[src/rtl/sfilt_pkg.sv]
package sfilt_pkg;
   timeunit 1ns;
   timeprecision 1ps;

   localparam int unsigned OCTET_W = 8;

   typedef logic [OCTET_W-1:0] octet_t;

   typedef struct packed {
      logic strobe;
      logic pass;
   } verdict_t;
endpackage

[src/rtl/sfilt_setup_loader.sv]
module sfilt_setup_loader
   import sfilt_pkg::*;
#(
   parameter int unsigned N_ENT      = 16,
   parameter int unsigned ADDR_BYTES = 6,
   parameter int unsigned WORD_BYTES = 4,
   parameter int unsigned LANES      = 2
) (
   input  logic                               clk,
   input  logic                               rst_n,
   input  logic                               tx_valid,
   input  logic                               tx_sof,
   input  logic                               tx_setup,
   input  octet_t                             tx_data,
   output logic                               commit_o,
   output logic [N_ENT-1:0][ADDR_BYTES*8-1:0] stage_o
);
   timeunit 1ns;
   timeprecision 1ps;

   localparam int unsigned ADDR_W    = ADDR_BYTES * OCTET_W;
   localparam int unsigned WORDS     = ADDR_BYTES / LANES;
   localparam int unsigned ENT_BYTES = WORDS * WORD_BYTES;
   localparam int unsigned ENT_IW    = $clog2(N_ENT);
   localparam int unsigned OFF_IW    = $clog2(ENT_BYTES);

   if ((ADDR_BYTES % LANES) != 0 || LANES >= WORD_BYTES || N_ENT < 2) begin : g_bad_cfg
      $error("sfilt_setup_loader: unsupported layout parameters");
   end

   logic                           loading_q;
   logic [ENT_IW-1:0]              ent_q;
   logic [OFF_IW-1:0]              off_q;
   logic [N_ENT-1:0][ADDR_W-1:0]   stage_q;

   logic                           take;
   logic [ENT_IW-1:0]              cur_ent;
   logic [OFF_IW-1:0]              cur_off;
   logic                           addr_lane;
   logic                           last_off;
   logic                           last_ent;
   int                             lane_i;
   int                             word_i;
   int                             bidx_i;

   always_comb begin
      cur_ent   = tx_sof ? '0 : ent_q;
      cur_off   = tx_sof ? '0 : off_q;
      take      = tx_valid && (tx_sof ? tx_setup : loading_q);
      lane_i    = int'(cur_off) % int'(WORD_BYTES);
      word_i    = int'(cur_off) / int'(WORD_BYTES);
      bidx_i    = word_i * int'(LANES) + lane_i;
      addr_lane = (lane_i < int'(LANES));
      last_off  = (cur_off == OFF_IW'(ENT_BYTES - 1));
      last_ent  = (cur_ent == ENT_IW'(N_ENT - 1));
      commit_o  = take && last_off && last_ent;
   end

   always_ff @(posedge clk) begin
      if (!rst_n) begin
         loading_q <= 1'b0;
         ent_q     <= '0;
         off_q     <= '0;
         stage_q   <= '0;
      end else if (take) begin
         for (int k = 0; k < int'(ADDR_BYTES); k++) begin
            if (addr_lane && bidx_i == k)
               stage_q[cur_ent][(int'(ADDR_BYTES) - 1 - k) * 8 +: 8] <= tx_data;
         end
         if (last_off) begin
            off_q <= '0;
            ent_q <= cur_ent + 1'b1;
         end else begin
            off_q <= cur_off + 1'b1;
            ent_q <= cur_ent;
         end
         loading_q <= !commit_o;
      end else if (tx_valid && tx_sof) begin
         loading_q <= 1'b0;
      end
   end

   assign stage_o = stage_q;

   assert_off_range_R3: assert property (@(posedge clk) disable iff (!rst_n)
      off_q < OFF_IW'(ENT_BYTES));

   assert_load_ends_R6: assert property (@(posedge clk) disable iff (!rst_n)
      $fell(loading_q) |-> $past(tx_valid && tx_sof) || $past(commit_o));
endmodule

[src/rtl/sfilt_table.sv]
module sfilt_table #(
   parameter int unsigned N_ENT  = 16,
   parameter int unsigned ADDR_W = 48
) (
   input  logic                           clk,
   input  logic                           rst_n,
   input  logic                           commit_i,
   input  logic [N_ENT-1:0][ADDR_W-1:0]   stage_i,
   output logic [N_ENT-1:0][ADDR_W-1:0]   tbl_o,
   output logic [N_ENT-1:0]               vld_o
);
   timeunit 1ns;
   timeprecision 1ps;

   logic [N_ENT-1:0][ADDR_W-1:0] tbl_q;
   logic [N_ENT-1:0]             vld_q;

   always_ff @(posedge clk) begin
      if (!rst_n) begin
         tbl_q <= '0;
         vld_q <= '0;
      end else if (commit_i) begin
         tbl_q <= stage_i;
         vld_q <= '1;
      end
   end

   assign tbl_o = tbl_q;
   assign vld_o = vld_q;

   assert_all_or_none_R5: assert property (@(posedge clk) disable iff (!rst_n)
      (vld_q == '0) || (vld_q == '1));

   assert_fill_on_commit_R5: assert property (@(posedge clk) disable iff (!rst_n)
      commit_i |=> (vld_q == '1));

   assert_hold_table_R6: assert property (@(posedge clk) disable iff (!rst_n)
      !commit_i |=> $stable(tbl_q) && $stable(vld_q));
endmodule

[src/rtl/sfilt_matcher.sv]
module sfilt_matcher
   import sfilt_pkg::*;
#(
   parameter int unsigned N_ENT      = 16,
   parameter int unsigned ADDR_BYTES = 6
) (
   input  logic                               clk,
   input  logic                               rst_n,
   input  logic                               rx_valid,
   input  logic                               rx_sof,
   input  octet_t                             rx_data,
   input  logic                               promisc,
   input  logic [N_ENT-1:0][ADDR_BYTES*8-1:0] tbl_i,
   input  logic [N_ENT-1:0]                   vld_i,
   output verdict_t                           verdict_o
);
   timeunit 1ns;
   timeprecision 1ps;

   localparam int unsigned ADDR_W = ADDR_BYTES * OCTET_W;
   localparam int unsigned HIST_W = ADDR_W - OCTET_W;
   localparam int unsigned CNT_W  = $clog2(ADDR_BYTES + 1);

   if (ADDR_BYTES < 2) begin : g_bad_cfg
      $error("sfilt_matcher: address must span at least two bytes");
   end

   logic [CNT_W-1:0]  cnt_q;
   logic [HIST_W-1:0] hist_q;
   logic [CNT_W-1:0]  cur_cnt;
   logic              take;
   logic              completing;
   logic [ADDR_W-1:0] cand;
   logic [N_ENT-1:0]  hit;
   verdict_t          verdict_q;

   always_comb begin
      cur_cnt    = rx_sof ? '0 : cnt_q;
      take       = rx_valid && (cur_cnt < CNT_W'(ADDR_BYTES));
      completing = take && (cur_cnt == CNT_W'(ADDR_BYTES - 1));
      cand       = {hist_q, rx_data};
   end

   for (genvar e = 0; e < int'(N_ENT); e++) begin : g_cmp
      assign hit[e] = vld_i[e] && (tbl_i[e] == cand);
   end

   always_ff @(posedge clk) begin
      if (!rst_n) begin
         cnt_q     <= '0;
         hist_q    <= '0;
         verdict_q <= '0;
      end else begin
         if (take) begin
            hist_q <= cand[HIST_W-1:0];
            cnt_q  <= cur_cnt + 1'b1;
         end
         verdict_q.strobe <= completing;
         verdict_q.pass   <= completing && (promisc || (|hit));
      end
   end

   assign verdict_o = verdict_q;

   assert_accept_qualified_R7: assert property (@(posedge clk) disable iff (!rst_n)
      verdict_q.pass |-> verdict_q.strobe);

   assert_single_strobe_R8: assert property (@(posedge clk) disable iff (!rst_n)
      verdict_q.strobe |=> !verdict_q.strobe);

   assert_promisc_accepts_R9: assert property (@(posedge clk) disable iff (!rst_n)
      (completing && promisc) |=> verdict_q.pass);

   assert_empty_rejects_R1: assert property (@(posedge clk) disable iff (!rst_n)
      (completing && !promisc && vld_i == '0) |=> !verdict_q.pass);
endmodule

[src/rtl/setup_addr_filter.sv]
module setup_addr_filter
   import sfilt_pkg::*;
#(
   parameter int unsigned N_ENT      = 16,
   parameter int unsigned ADDR_BYTES = 6,
   parameter int unsigned WORD_BYTES = 4,
   parameter int unsigned LANES      = 2
) (
   input  logic       clk,
   input  logic       rst_n,
   input  logic       tx_valid,
   input  logic       tx_sof,
   input  logic       tx_setup,
   input  logic [7:0] tx_data,
   input  logic       promisc,
   input  logic       rx_valid,
   input  logic       rx_sof,
   input  logic [7:0] rx_data,
   output logic       match_valid,
   output logic       match_accept
);
   timeunit 1ns;
   timeprecision 1ps;

   localparam int unsigned ADDR_W = ADDR_BYTES * OCTET_W;

   logic                         commit;
   logic [N_ENT-1:0][ADDR_W-1:0] stage;
   logic [N_ENT-1:0][ADDR_W-1:0] tbl;
   logic [N_ENT-1:0]             vld;
   verdict_t                     verdict;

   sfilt_setup_loader #(
      .N_ENT(N_ENT), .ADDR_BYTES(ADDR_BYTES), .WORD_BYTES(WORD_BYTES), .LANES(LANES)
   ) u_loader (
      .clk(clk), .rst_n(rst_n), .tx_valid(tx_valid), .tx_sof(tx_sof),
      .tx_setup(tx_setup), .tx_data(tx_data), .commit_o(commit), .stage_o(stage)
   );

   sfilt_table #(.N_ENT(N_ENT), .ADDR_W(ADDR_W)) u_table (
      .clk(clk), .rst_n(rst_n), .commit_i(commit), .stage_i(stage),
      .tbl_o(tbl), .vld_o(vld)
   );

   sfilt_matcher #(.N_ENT(N_ENT), .ADDR_BYTES(ADDR_BYTES)) u_matcher (
      .clk(clk), .rst_n(rst_n), .rx_valid(rx_valid), .rx_sof(rx_sof),
      .rx_data(rx_data), .promisc(promisc), .tbl_i(tbl), .vld_i(vld),
      .verdict_o(verdict)
   );

   assign match_valid  = verdict.strobe;
   assign match_accept = verdict.pass;

   assert_old_table_on_collision_R10: assert property (@(posedge clk) disable iff (!rst_n)
      (commit && vld == '0 && !promisc && rx_valid) |=> !match_accept);
endmodule

[config.mk]
export PLATFORM = sky130hd
export DESIGN_NAME = setup_addr_filter
export DESIGN_NICKNAME = d
export VERILOG_FILES = /design/src/rtl/sfilt_pkg.sv /design/src/rtl/sfilt_setup_loader.sv /design/src/rtl/sfilt_table.sv /design/src/rtl/sfilt_matcher.sv /design/src/rtl/setup_addr_filter.sv
export SDC_FILE = /design/constraint.sdc
export NUM_CORES = 2
export LEC_CHECK = 0
export ABC_AREA = 1
export BUFFER_PORTS_ARGS = -buffer_cell sky130_fd_sc_hd__buf_2
export CAP_MARGIN = 30
export CORE_MARGIN = 3
export CORE_UTILIZATION = 55
export CTS_CLUSTER_DIAMETER = 40
export DETAILED_ROUTE_END_ITERATION = 10
export GPL_ROUTABILITY_DRIVEN = 0
export PLACE_DENSITY = 0.73
export SLEW_MARGIN = 10
export SYNTH_ARGS = -nofsm -noshare
export SYNTH_HDL_FRONTEND = slang
export SYNTH_SLANG_ARGS = --single-unit
[constraint.sdc]
create_clock -name clk -period 2.6 [get_ports clk]
set_input_delay 0.78 -clock clk [delete_from_list [all_inputs] [get_ports clk]]
set_output_delay 0.78 -clock clk [all_outputs]
set_load 0.02 [all_outputs]
Word-level counts from Yosys, hierarchy flattened --
Cells that the tools add are included.
Storage, ports and cells: register bits 1591, input port bits 24, output and inout bits 2, word-level logic and storage cells 149
Operators by class: add/sub/neg operators 4, order comparisons 4, equality and inequality tests 24, muxes and demuxes 42, reductions and logical operators 35
Operator list (number):
- $mux 768 | 16
- $bwmux 768 | 6
- $demux 48 s4 | 6
- $eq 48x48->1 | 16
- $eq 32x3->1 const B | 2
- $eq 32x4->1 const B | 2
- $mux 48 | 1
- $mux 40 | 1
- $eq 32x2->1 const B | 1
- $logic_not 32->1 | 1
- $mux 32 | 1
- $logic_and 1x1->1 | 30
- $mux 24 | 1
- $mux 16 | 1
- $mux 4 | 4
- $reduce_or 16->1 | 1
- $add 4x1->4 const B | 2
- $eq 4x4->1 const B | 2
- $mux 8 | 1
- $lt 4x5->1 const B | 1
- $add 3x2->4 | 1
- $ge 4x1->1 const B | 1
- $add 3x1->3 const B | 1
- $eq 3x3->1 const B | 1
- 7 further kinds | 9

Depth between registers and ports, before layout --
word-level depth 27, mapped depth 16, gate-level depth less buffers 14

Modules after synthesis --
A second synthesis with hierarchy kept.
Unflattened totals: cells, all modules 12036, area, all modules 77062.7 um2
Modules (own cells, without submodules):
- sfilt_setup_loader | instances 1, cells an instance 4358, area each 32032.0 um2, sequential area each 15554.9 um2
- sfilt_table | instances 1, cells an instance 4882, area each 31769.2 um2, sequential area each 15394.8 um2
- sfilt_matcher | instances 1, cells an instance 2796, area each 13261.5 um2, sequential area each 900.9 um2

Worst setup path before layout --
Ideal clock, no wire load.
path kind input port to flip-flop, start point input tx_sof, end point register u_loader.stage_q (netlist bit u_loader.stage_o[150]), setup time 0.070 ns, data arrival time 2.597 ns, data required time 2.530 ns, setup slack -0.067 ns, stages 14, buffers on the path 3, cell sequence buf_6 nor2_1 ha_1 inv_1 ha_1 o21ai_1 nor2_1 nand2_1 inv_2 buf_4 nand2_2 buf_2 o21ai_1 a21oi_1
Between the ends: longest elaborated chain between the ends 25, elaborated cells on any way between the ends 50, classes of those cells add/sub: 1; order compare: 3; eq/ne: 5; mux: 32; reduce/logical: 9
RTL lines:
- from (decl) | line setup_addr_filter.sv:12 | input logic tx_sof,
- $mux 4 | line sfilt_setup_loader.sv:48 | cur_off = tx_sof ? '0 : off_q;
- $add 3x2->4 | line sfilt_setup_loader.sv:52 | bidx_i = word_i * int'(LANES) + lane_i;
- $logic_not 32->1 | line sfilt_setup_loader.sv:67 | if (addr_lane && bidx_i == k)
- $logic_and 1x1->1 | line sfilt_setup_loader.sv:67
- $mux 768 | line sfilt_setup_loader.sv:67
- $mux 768 | line sfilt_setup_loader.sv:65 | end else if (take) begin
- $mux 768 | line sfilt_setup_loader.sv:60 | if (!rst_n) begin
- $bwmux 768 | line sfilt_setup_loader.sv:68 | stage_q[cur_ent][(int'(ADDR_BYTES) - 1 - k) * 8 +: 8] <= tx_data;
- [... 9 more ...]
- $mux 768 | line sfilt_setup_loader.sv:65
- $mux 768 | line sfilt_setup_loader.sv:60
- $bwmux 768 | line sfilt_setup_loader.sv:68
- $mux 768 | line sfilt_setup_loader.sv:67
- $mux 768 | line sfilt_setup_loader.sv:65
- $mux 768 | line sfilt_setup_loader.sv:60
- $bwmux 768 | line sfilt_setup_loader.sv:68
- $mux 768 | line sfilt_setup_loader.sv:67
- to (signal, indexed assignment) | line sfilt_setup_loader.sv:68
- to (decl) | line sfilt_setup_loader.sv:34 | logic [N_ENT-1:0][ADDR_W-1:0] stage_q;
Parallel ways exist; a longest one is shown, timed or not. The select of a mux whose other input is x is not followed. A chain may end at the register's enable or synchronous reset.

Worst setup path in the final report --
start point register u_matcher.hist_q[9], end point register u_matcher.verdict_q (netlist bit u_matcher.verdict_o[0])
Between the ends: longest elaborated chain between the ends 5, elaborated cells on any way between the ends 35, classes of those cells eq/ne: 16; reduce/logical: 19
RTL lines:
- from (decl) | line sfilt_matcher.sv:29 | logic [HIST_W-1:0] hist_q;
- from (signal assigned) | line sfilt_matcher.sv:55 | hist_q <= cand[HIST_W-1:0];
- $eq 48x48->1 | line sfilt_matcher.sv:45 | assign hit[e] = vld_i[e] && (tbl_i[e] == cand);
- $logic_and 1x1->1 | line sfilt_matcher.sv:45
- $reduce_or 16->1 (*) | line sfilt_matcher.sv:59 | verdict_q.pass <= completing && (promisc || (|hit));
- $logic_or 1x1->1 (*) | line sfilt_matcher.sv:59
- $logic_and 1x1->1 (*) | line sfilt_matcher.sv:59
- to (decl) | line sfilt_matcher.sv:35 | verdict_t verdict_q;
Mark *: on every way between the ends. The rest lies on a longest branch, timed or not.

==> flow_summary.json <==
{
  "grt_setup_unrepaired": "false",
  "yosysMostFrequentCell": "dfxtp_1",
  "cp-end-kind": "flip-flop",
  "ctsResizeCount": 1,
  "power_leakage_nw": 33.1,
  "cap_violations": 0,
  "vias": 60700,
  "setup_viol": 0,
  "netlist_area_sq_um": 66700,
  "num_io_pins": 26,
  "arrival_ns": 3.21,
  "ys_ff_latch": 1591,
  "drive_gt1_share_pct": 9.87,
  "fp.dieW_microns": 354,
  "worstMarginPinSlew_ns": 0.976,
  "start_kind": "flip-flop",
  "dp_cells": 10500,
  "htreeDepth": 4,
  "fp-row-count": 127,
  "cts.sinks": 1591,
  "cts_setup_buffers": 0,
  "clock_path_buffers": 3,
  "yosys-top-cells-area": "dfxtp_1, nor2_1, nand2_1",
  "slew_violations": 0,
  "fin_crit_sh_pct": 95.1,
  "drt_iter0_markers": 6623,
  "synth-edff-count": 0,
  "period_needed_ns": 2.47,
  "holdCritPathClass": "primary input to flip-flop",
  "tritoncts": "yes",
  "vdd_drop_max_mv": 0.690,
  "fmax_mhz": 405,
  "synth.avg_cell_area_sq_um": 7.34,
  "outcome": "finished, final reports clean",
  "required_ns": 3.34,
  "synth_commonest_cells": "dfxtp_1, nor2_1, nand2_1",
  "finalNonFillerCells": 10900,
  "powerDensity_nw_per_um2": 720,
  "synthArstFlopShare_pct": 0,
  "wl_per_cell_microns": 18.6,
  "drtPass1Iterations": 7,
  "yosysSeqAreaShare_pct": 47.7,
  "grt_pass1_wl_microns": 313000,
  "ant_nets": 0,
  "portBuffers": 25,
  "core_sq_um": 120000,
  "synth_top_area_share_pct": 47.7,
  "yosysUniqueCellTypes": 33,
  "path_clk_slew_ns": 0.06,
  "critPathKind": "flip-flop to flip-flop",
  "max_slew_margin_pct": 34.3,
  "overflow": 0,
  "routed_wl_microns": 203000,
  "viasPerCell": 5.57,
  "grt_pass1_vias": 56100,
  "yosys_warnings": 0,
  "crit_path_max_fanout": 8,
  "drc": 0,
  "hold_viol": 0,
  "die-area_sq_um": 126000,
  "syn_inst": 9090,
  "fp.dieH_microns": 354,
  "cts_root_buffer": "clkbuf_16",
  "track_usage_pct": 31.3,
  "insertion_delay_ns": 0.82,
  "setup_ws_ns": 0.129,
  "final_net_count": 9150,
  "hold_buffers": 0,
  "cts_made_buffers": 191,
  "netlist.top_cell.by_area": "dfxtp_1",
  "antenna_found_initial": 4,
  "syn-num-nets": 9123,
  "hpwl_microns": 126000,
  "syn_to_final_growth_pct": 16.9,
  "ys.flop_type": "dfxtp_1",
  "post-place-ws_ns": -0.570,
  "start_util_pct": 55.5,
  "grt_start_max_net_pins": 160,
  "fin_skew_ns": 0.0278
}
==> state kept, by name, summed over array words and instances, names as in the netlist <==
signal	cells
u_loader.ent_q	4
u_loader.loading_q	1
u_loader.off_q	4
u_loader.stage_o	768
u_matcher.cnt_q	3
u_matcher.hist_q	40
u_matcher.verdict_o	2
u_table.tbl_o	768
u_table.vld_o	1
==> where the power goes <==
group / internal (mW) / switching (mW)
clock network: 17.0 / 11.0
logic: 1.10 / 2.56
registers: 24.4 / 0.0568
total: 42.6 / 13.6
==> final timing paths <==
path | startpoint | end | slack (ns) | cells after the start
worst max-delay path | u_matcher.hist_q[9] | u_matcher.verdict_o[0] | 0.13 | 14
worst min-delay path | promisc | u_matcher.verdict_o[0] | 0.21 | 3
worst max register to register | u_matcher.hist_q[9] | u_matcher.verdict_o[0] | 0.13 | 14
worst min register to register | u_loader.stage_o[337] | u_table.tbl_o[337] | 0.45 | 2
==> stage by stage <==
stage | utilization [%] | hold slack (ns) | power, mW | setup TNS, ns | area [sq um]
2_1_floorplan | - | 0.430 | 27.0 | -2.48 | 66700
3_3_place_gp | 59.3 | 0.434 | 28.5 | -196.91 | 71200
3_5_place_dp | 59.3 | 0.441 | 28.6 | -216.17 | 71200
4_1_cts | 64.9 | 0.170 | 56.2 | 0 | 78000
5_1_grt | 64.9 | 0.212 | 57.6 | 0 | 78000
6_report | 64.9 | 0.215 | 56.1 | 0 | 78000
==> cell families after synthesis <==
group / Yosys count / synth area share (%)
AND/OR/NAND/NOR: 3526 / 21.0
flip-flops: 1591 / 47.7
AO/OA/AOI/OAI: 2215 / 16.7
buffers and inverters: 1222 / 7.53
XOR/XNOR: 527 / 6.92
adder cells (fa/ha/maj): 9 / 0.169
==> worst max-delay path: stages (launching register included) <==
cell	delay (ns)
dfxtp_1	0.38
clkinvlp_4	0.29
nand2_1	0.13
nand2_1	0.06
nor2_1	0.14
nand2_1	0.13
nor2_1	0.37
nand2_1	0.18
nor2_1	0.12
nand3_1	0.09
nand2_1	0.11
nor2_1	0.06
nand2_1	0.10
nor2_4	0.08
a21oi_1	0.12
==> layer usage <==
metal  share of wire [%]  vias to the layer above  wire length (microns)  track usage, %
met5              0.0064                        -                     13               0
met4                 4.1                        2                   8220            13.0
met3                 8.7                      439                  17600            5.18
met2                  45                     2484                  91000            49.7
met1                  42                    28600                  85900            42.3
li1                    -                    29200                      -               -
==> area by class of cell <==
type,instances,area (sq um)
Clock buffer,249,5340
Sequential cell,1591,31900
Tap cell,1612,2020
Fill cell,10100,42100
Inverter,565,2150
Multi-Input combinational cell,6277,29900
Antenna cell,1,2.50
Timing Repair Buffer,491,5310
Clock inverter,108,1400
==> placed cells by master, fill, tap and decap left out, types with 19 or more instances in the layout <==
cell,instances
bufinv_16,24
clkbuf_16,194
nor2_1,1578
clkbuf_8,28
buf_4,342
a21oi_1,1005
nand2_1,1425
dfxtp_1,1589
buf_12,132
nor3_1,34
clkinvlp_4,19
xnor2_1,181
o21ai_0,1064
clkbuf_1,27
inv_1,539
xor2_1,346
nand2_2,29
clkinv_2,26
o21ai_1,139
nand3_1,418
Power figures use the tool's default switching activity.
